==> src/rtl/owpd_pkg.sv <==
package owpd_pkg;
  localparam int ST_BUSY = 0;
  localparam int ST_PPD  = 1;
  localparam int ST_SD   = 2;
  localparam int ST_LL   = 3;
  localparam int ST_RST  = 4;
  localparam logic [7:0] ST_AFTER_RESET = 8'h10;

  typedef enum logic [1:0] {
    SQ_IDLE    = 2'd0,
    SQ_LOW     = 2'd1,
    SQ_RECOVER = 2'd2
  } seq_state_e;

  typedef struct packed {
    logic dir;
    logic tsb;
    logic sbr;
    logic rst;
    logic ll;
    logic sd;
    logic ppd;
    logic busy;
  } status_t;
endpackage

==> src/rtl/owpd_sync.sv <==
module owpd_sync #(
  parameter int STAGES = 2
) (
  input  logic clk,
  input  logic rst_n,
  input  logic d_async,
  output logic q_sync
);
  logic [STAGES-1:0] chain;

  generate
    for (genvar g = 0; g < STAGES; g++) begin : g_stage
      if (g == 0) begin : g_first
        always_ff @(posedge clk or negedge rst_n) begin
          if (!rst_n) chain[0] <= 1'b1;
          else        chain[0] <= d_async;
        end
      end else begin : g_rest
        always_ff @(posedge clk or negedge rst_n) begin
          if (!rst_n) chain[g] <= 1'b1;
          else        chain[g] <= chain[g-1];
        end
      end
    end
  endgenerate

  assign q_sync = chain[STAGES-1];
endmodule

==> src/rtl/owpd_seq.sv <==
module owpd_seq
  import owpd_pkg::*;
#(
  parameter int T_LOW   = 24000,
  parameter int T_SHORT = 24400,
  parameter int T_PRES  = 27500,
  parameter int T_SLOT  = 48000
) (
  input  logic clk,
  input  logic rst_n,
  input  logic abort,
  input  logic start,
  output logic busy,
  output logic drive_low,
  output logic smp_short,
  output logic smp_pres
);
  localparam int CW = $clog2(T_SLOT + 1);
  localparam logic [CW-1:0] LOW_LAST  = CW'(T_LOW - 1);
  localparam logic [CW-1:0] SLOT_LAST = CW'(T_SLOT - 1);
  localparam logic [CW-1:0] AT_SHORT  = CW'(T_SHORT);
  localparam logic [CW-1:0] AT_PRES   = CW'(T_PRES);

  seq_state_e    state;
  logic [CW-1:0] cnt;

  always_ff @(posedge clk or negedge rst_n) begin
    if (!rst_n) begin
      state <= SQ_IDLE;
      cnt   <= '0;
    end else if (abort) begin
      state <= SQ_IDLE;
      cnt   <= '0;
    end else begin
      case (state)
        SQ_IDLE: begin
          cnt <= '0;
          if (start) state <= SQ_LOW;
        end
        SQ_LOW: begin
          cnt <= cnt + 1'b1;
          if (cnt == LOW_LAST) state <= SQ_RECOVER;
        end
        SQ_RECOVER: begin
          if (cnt == SLOT_LAST) begin
            state <= SQ_IDLE;
            cnt   <= '0;
          end else begin
            cnt <= cnt + 1'b1;
          end
        end
        default: begin
          state <= SQ_IDLE;
          cnt   <= '0;
        end
      endcase
    end
  end

  assign busy      = (state != SQ_IDLE);
  assign drive_low = (state == SQ_LOW);
  assign smp_short = (state == SQ_RECOVER) && (cnt == AT_SHORT);
  assign smp_pres  = (state == SQ_RECOVER) && (cnt == AT_PRES);
endmodule

==> src/rtl/owpd_status.sv <==
module owpd_status
  import owpd_pkg::*;
(
  input  logic    clk,
  input  logic    rst_n,
  input  logic    soft_rst,
  input  logic    cfg_write,
  input  logic    stat_rd,
  input  logic    line,
  input  logic    busy,
  input  logic    smp_short,
  input  logic    smp_pres,
  output status_t stat
);
  logic f_rst, f_ll, f_sd, f_ppd;

  always_ff @(posedge clk or negedge rst_n) begin
    if (!rst_n) begin
      f_rst <= 1'b1;
      f_ll  <= 1'b0;
      f_sd  <= 1'b0;
      f_ppd <= 1'b0;
    end else if (soft_rst) begin
      f_rst <= 1'b1;
      f_ll  <= 1'b0;
      f_sd  <= 1'b0;
      f_ppd <= 1'b0;
    end else begin
      if (cfg_write) f_rst <= 1'b0;
      if (stat_rd)   f_ll  <= line;
      if (smp_short) begin
        f_sd <= ~line;
        if (!line) f_ppd <= 1'b0;
      end
      if (smp_pres) f_ppd <= ~line & ~f_sd;
    end
  end

  always_comb begin
    stat      = '0;
    stat.busy = busy;
    stat.ppd  = f_ppd;
    stat.sd   = f_sd;
    stat.ll   = f_ll;
    stat.rst  = f_rst;
  end
endmodule

==> src/rtl/owire_reset_presence.sv <==
module owire_reset_presence
  import owpd_pkg::*;
#(
  parameter int T_LOW       = 24000,
  parameter int T_SHORT     = 24400,
  parameter int T_PRES      = 27500,
  parameter int T_SLOT      = 48000,
  parameter int SYNC_STAGES = 2
) (
  input  logic       clk,
  input  logic       rst_n,
  input  logic       soft_reset,
  input  logic       cmd_reset,
  input  logic       cfg_write,
  input  logic       stat_rd,
  input  logic       bus_in,
  output logic       bus_drive_low,
  output logic [7:0] status
);
  logic    line_s;
  logic    busy, smp_short, smp_pres;
  status_t stat;

  owpd_sync #(.STAGES(SYNC_STAGES)) u_sync (
    .clk     (clk),
    .rst_n   (rst_n),
    .d_async (bus_in),
    .q_sync  (line_s)
  );

  owpd_seq #(
    .T_LOW   (T_LOW),
    .T_SHORT (T_SHORT),
    .T_PRES  (T_PRES),
    .T_SLOT  (T_SLOT)
  ) u_seq (
    .clk       (clk),
    .rst_n     (rst_n),
    .abort     (soft_reset),
    .start     (cmd_reset),
    .busy      (busy),
    .drive_low (bus_drive_low),
    .smp_short (smp_short),
    .smp_pres  (smp_pres)
  );

  owpd_status u_status (
    .clk       (clk),
    .rst_n     (rst_n),
    .soft_rst  (soft_reset),
    .cfg_write (cfg_write),
    .stat_rd   (stat_rd),
    .line      (line_s),
    .busy      (busy),
    .smp_short (smp_short),
    .smp_pres  (smp_pres),
    .stat      (stat)
  );

  assign status = stat;
endmodule

==> config.mk <==
export PLATFORM = sky130hd
export DESIGN_NAME = owire_reset_presence
export DESIGN_NICKNAME = d
export VERILOG_FILES = /design/src/rtl/owpd_pkg.sv /design/src/rtl/owpd_sync.sv /design/src/rtl/owpd_seq.sv /design/src/rtl/owpd_status.sv /design/src/rtl/owire_reset_presence.sv
export SDC_FILE = /design/constraint.sdc
export NUM_CORES = 1
export LEC_CHECK = 0
export ABC_AREA = 1
export BUFFER_PORTS_ARGS = -buffer_cell sky130_fd_sc_hd__buf_2
export CAP_MARGIN = 25
export CORE_UTILIZATION = 62
export CTS_CLUSTER_SIZE = 28
export DETAILED_ROUTE_END_ITERATION = 12
export PLACE_DENSITY_LB_ADDON = 0.15
export SYNTH_ARGS = -nofsm -noshare
export SYNTH_HDL_FRONTEND = slang
export SYNTH_SLANG_ARGS = --single-unit
==> constraint.sdc <==
create_clock -name clk -period 3.3 [get_ports clk]
set_clock_uncertainty 0.1 [all_clocks]
set_input_delay 0.99 -clock clk [delete_from_list [all_inputs] [get_ports clk]]
set_output_delay 0.99 -clock clk [all_outputs]
set_load 0.005 [all_outputs]
Yosys cells after proc, flatten, opt, wreduce, memory -nomap -nowiden:

Index checks and enable logic that the tools add are counted.

* add/subtract/negate cells: 1
* multiply operators: 0
* div/mod/pow operators: 0
* $lt $le $gt $ge: 0
* eq/ne operators: 10
* shift operators: 0
* mux-type cells: 18
* bitwise logic cells: 3
* reduce and logical (&&, ||, !) cells: 10

Operators by type and width (number)
* 16-bit by 15-bit == test with 1-bit output (second input constant): 3
* 16-bit 2-to-1 mux: 2
* 16-bit case mux with 2 select lines: 1
* 16-bit by 1-bit adder with 16-bit output (second input constant): 1
* 16-bit == test (second input constant): 1
* 1-bit 2-to-1 mux: 10
* 2-bit 2-to-1 mux: 4
* 2-bit nonzero test: 4
* 3-bit by 2-bit != test with 1-bit output (second input constant): 2
* 3-bit != test (second input constant): 2
* 2-bit case mux with 3 select lines: 1
* 3-bit AND reduction: 1
* 3-bit nonzero test: 1
* 2-bit by 1-bit == test with 1-bit output (second input constant): 1
* 2-bit == test (second input constant): 1
* 1-bit logical AND: 2
* 2-bit logical NOT: 1
* 1-bit NOT: 2
* 2-bit AND reduction: 1
* 1-bit bitwise AND: 1

* flip-flop bits (word level): 24
* latch bits: 0
* memory bits (writable): 0
* bits in read-only memories: 0
* input port bits: 7
* output and inout bits: 9
* logic and storage cells: 50
* memories kept: 0

Depth between registers and ports, before layout:

* depth after elaboration: 5
* depth in mapped cells: 10
* mapped depth without buffers: 9

Hierarchy:

Synthesis repeated with hierarchy kept, for this count alone.

* cell total of the unflattened synthesis: 194
* area, all modules: 1497.7 um^2

Modules (own cells, without submodules)
* owpd_seq: times used 1, cells each 162, area each 1197.4 um^2, sequential area each 450.4 um^2
* owpd_status: times used 1, cells each 30, area each 247.7 um^2, sequential area each 101.3 um^2
* owpd_sync: times used 1, cells each 2, area each 52.6 um^2, sequential area each 52.6 um^2

Worst setup path after synthesis:

OpenSTA, ideal clock, no wires.

* path kind: reg-to-output
* start point: register u_seq.state[0]
* end point: output status[0]
* arrival time: 0.774 ns
* data required time: 2.210 ns
* setup slack: 1.436 ns
* stages on the path, launching flop included: 5
* buffers on the path: 1
* cell sequence: dfrtp_1 > inv_1 > ha_1 > inv_1 > buf_4

* longest elaborated chain between the ends: 1

RTL lines
* from (decl): RTL line owpd_seq.sv:24 `seq_state_e state;`
* from (signal assigned): RTL line owpd_seq.sv:29 `state <= SQ_IDLE;`
* from (signal assigned): RTL line owpd_seq.sv:32 `state <= SQ_IDLE;`
* from (signal assigned): RTL line owpd_seq.sv:38 `if (start) state <= SQ_LOW;`
* 2-bit nonzero test: RTL line owpd_seq.sv:60 `assign busy = (state != SQ_IDLE);`
* to (decl): RTL line owire_reset_presence.sv:18 `output logic [7:0] status`

Every way passes these cells.

Worst setup path after layout:

Ends and elaborated chain as after synthesis.

==> out/metrics.cfg <==
[cells_and_area]
num-fill-cells = 192
utilization_pct = 69.1
final_common_cell = nand2_1
syn_to_final_growth_pct = 3.06
register_area_sq_um = 604
nets = 227
antennaDiodeCount = 0
multiInputGateArea_sq_um = 727
drive_above_1_share_pct = 12.2
mostFrequentLayoutCells = nand2_1 (44), nor2_1 (40), inv_1 (28)

[sta]
tightest_slew_ns = 0.534
rsz0062_at_grt = false
post-route-worst-setup-slack_ns = 0.997
fmax_mhz = 434
finalMaxSlewViolations = 0
period_share_pct = 69.8
setup_viol = 0
hold_ws_ns = 0.269
hold_viol = 0
relSlewSlack_pct = 64.4
min_period_ns = 2.30
tns_ns = 0

[clock_tree]
clock_latency_ns = 0.32
cts_setup_buffers = 0
htreeDepth = 1
clockBufferDepth = 2
root_buffer = clkbuf_4
cts.sinks = 24
cts_tree = built
post_cts_resized = 0
clk_pin_slew_ns = 0.13
hold_buffers = 0
cts_inserted_buffers = 3

[die]
num_rows = 17
die_w_um = 51.4
core_area_sq_um = 2250
die_h_um = 51.4
ioPinCount = 16
start_util_pct = 67.0
dieArea_sq_um = 2640

[pwr]
p_per_area_nw_per_um2 = 409
finalPower_mw = 0.638
ir_drop_mv = 0.398
p_leak_nw = 0.699

[place]
dp_hpwl_mm = 2.27
dp_slack_ns = 1.37
routabilityCongestion = 0.875
port_buffers = 12

[critical_path]
arrival_ns = 1.21
crit_type = reg2out
crit_required_ns = 2.21
critPathMaxFanout = 3
end_kind = output pin
start_kind = flop

[logic_synthesis]
synth_area_leaders = dfrtp_1 (35%), nand2_1 (11%), nor2_1 (9.9%), inv_1 (7.0%), dfstp_2 (5.2%)
synth.yosys.seq_area_share_pct = 40.0
syn_inst = 205
yosysWarnings = 0
avgSynthCellArea_sq_um = 7.37
synth_top_area_cell = dfrtp_1
netlist_area_sq_um = 1510
synthDistinctLibCells = 22
ys_ff_latch = 24
post-synth-top-area-fraction_pct = 34.8

[route]
wire_per_inst_um = 12.5
via_count = 1269
wl_mm = 3.01
drt_iter0_drc = 30
antenna_left = 0
drc = 0
drt-pass1-iter-count = 4
via_per_inst = 5.27

[grt]
grt_use_total_pct = 26.0
grt_pass1_vias = 1243
grt_max_degree = 25
grt_pass1_wl_mm = 5.08
gr-total-overflow = 0
antenna_found_initial = 0

[hold_path]
hold_path.class = reg2reg

[status]
status = finished clean

[job]
maxCapViolations = 0

==> cells by family after synthesis <==
family	after synthesis	share of synthesized area [%]
AO/OA/AOI/OAI	7	2.40
XOR/XNOR	9	5.22
other	1	0.248
flip-flops	24	40.0
buffers and inverters	38	12.4
adder cells (fa/ha/maj)	6	4.97
AND/OR/NAND/NOR	120	34.8
==> per-stage QoR <==
stage	instances	cell area, sq um
2_1_floorplan	207	1520
6_report	241	1560
5_1_grt	241	1560
3_5_place_dp	237	1530
4_1_cts	241	1560
3_3_place_gp	237	1530
==> state kept, by name, summed over array words and instances (netlist names) <==
signal	flops
u_seq.cnt	16
u_status.f_ppd	1
u_status.f_sd	1
u_seq.state	2
u_status.f_rst	1
u_sync.q_sync	1
u_sync.chain	1
u_status.f_ll	1
==> worst max-delay path, cell delays in order, from the launching register on <==
cell	delay [ns]
dfrtp_1	0.43
inv_1	0.12
ha_1	0.19
inv_1	0.04
buf_2	0.11
==> final timing paths <==
check | from | end | slack, ns | cells past startpoint
setup / recovery | u_seq.state[0] | status[0] | 1.0 | 4
min in group asynchronous | rst_n | u_seq.cnt[10] | 0.52 | 1
setup reg to reg | u_seq.cnt[0] | u_seq.cnt[11] | 1.55 | 8
hold / removal | u_sync.chain[0] | u_sync.q_sync | 0.27 | 0
hold reg to reg | u_sync.chain[0] | u_sync.q_sync | 0.27 | 0
max in group asynchronous | rst_n | u_sync.q_sync | 2.21 | 1
==> cell usage after synthesis <==
library cell / n
nand2_1: 44
nor2_1: 40
inv_1: 28
dfrtp_1: 21
nand3_1: 14
buf_4: 8
nor3_1: 8
xor2_1: 7
ha_1: 6
nand4_1: 6
nand2_2: 4
dfstp_2: 3
a21oi_1: 2
buf_6: 2
nor3_2: 2
o21ai_0: 2
o21ai_1: 2
xnor2_1: 2
conb_1: 1
nand2_4: 1
nor2_2: 1
o22ai_1: 1
==> report_power, final <==
group	internal (mW)	switching, mW	total (mW)
Sequential	0.312	0.0151	0.327
Clock	0.0474	0.0910	0.138
Combinational	0.0603	0.112	0.172
Total	0.420	0.218	0.638
==> per-layer routing <==
| metal | part of all wire (%) | GRT usage [%] | vias to the layer above |
|---|---|---|---|
| met5 | 0 | 0 | - |
| met4 | 1.3 | 12.2 | 0 |
| met3 | 3.4 | 4.76 | 5 |
| li1 | - | - | 644 |
| met1 | 48 | 32.6 | 592 |
| met2 | 47 | 42.9 | 28 |
==> area by class of cell <==
class,count,share of cell area (%)
multi-input cells,145,46.7
flip-flops and latches,24,38.8
inverters,28,6.75
repair buffers,12,3.86
well taps,28,2.25
clock buffers,4,1.69
No activity file was read; power rests on OpenSTA's default activity.
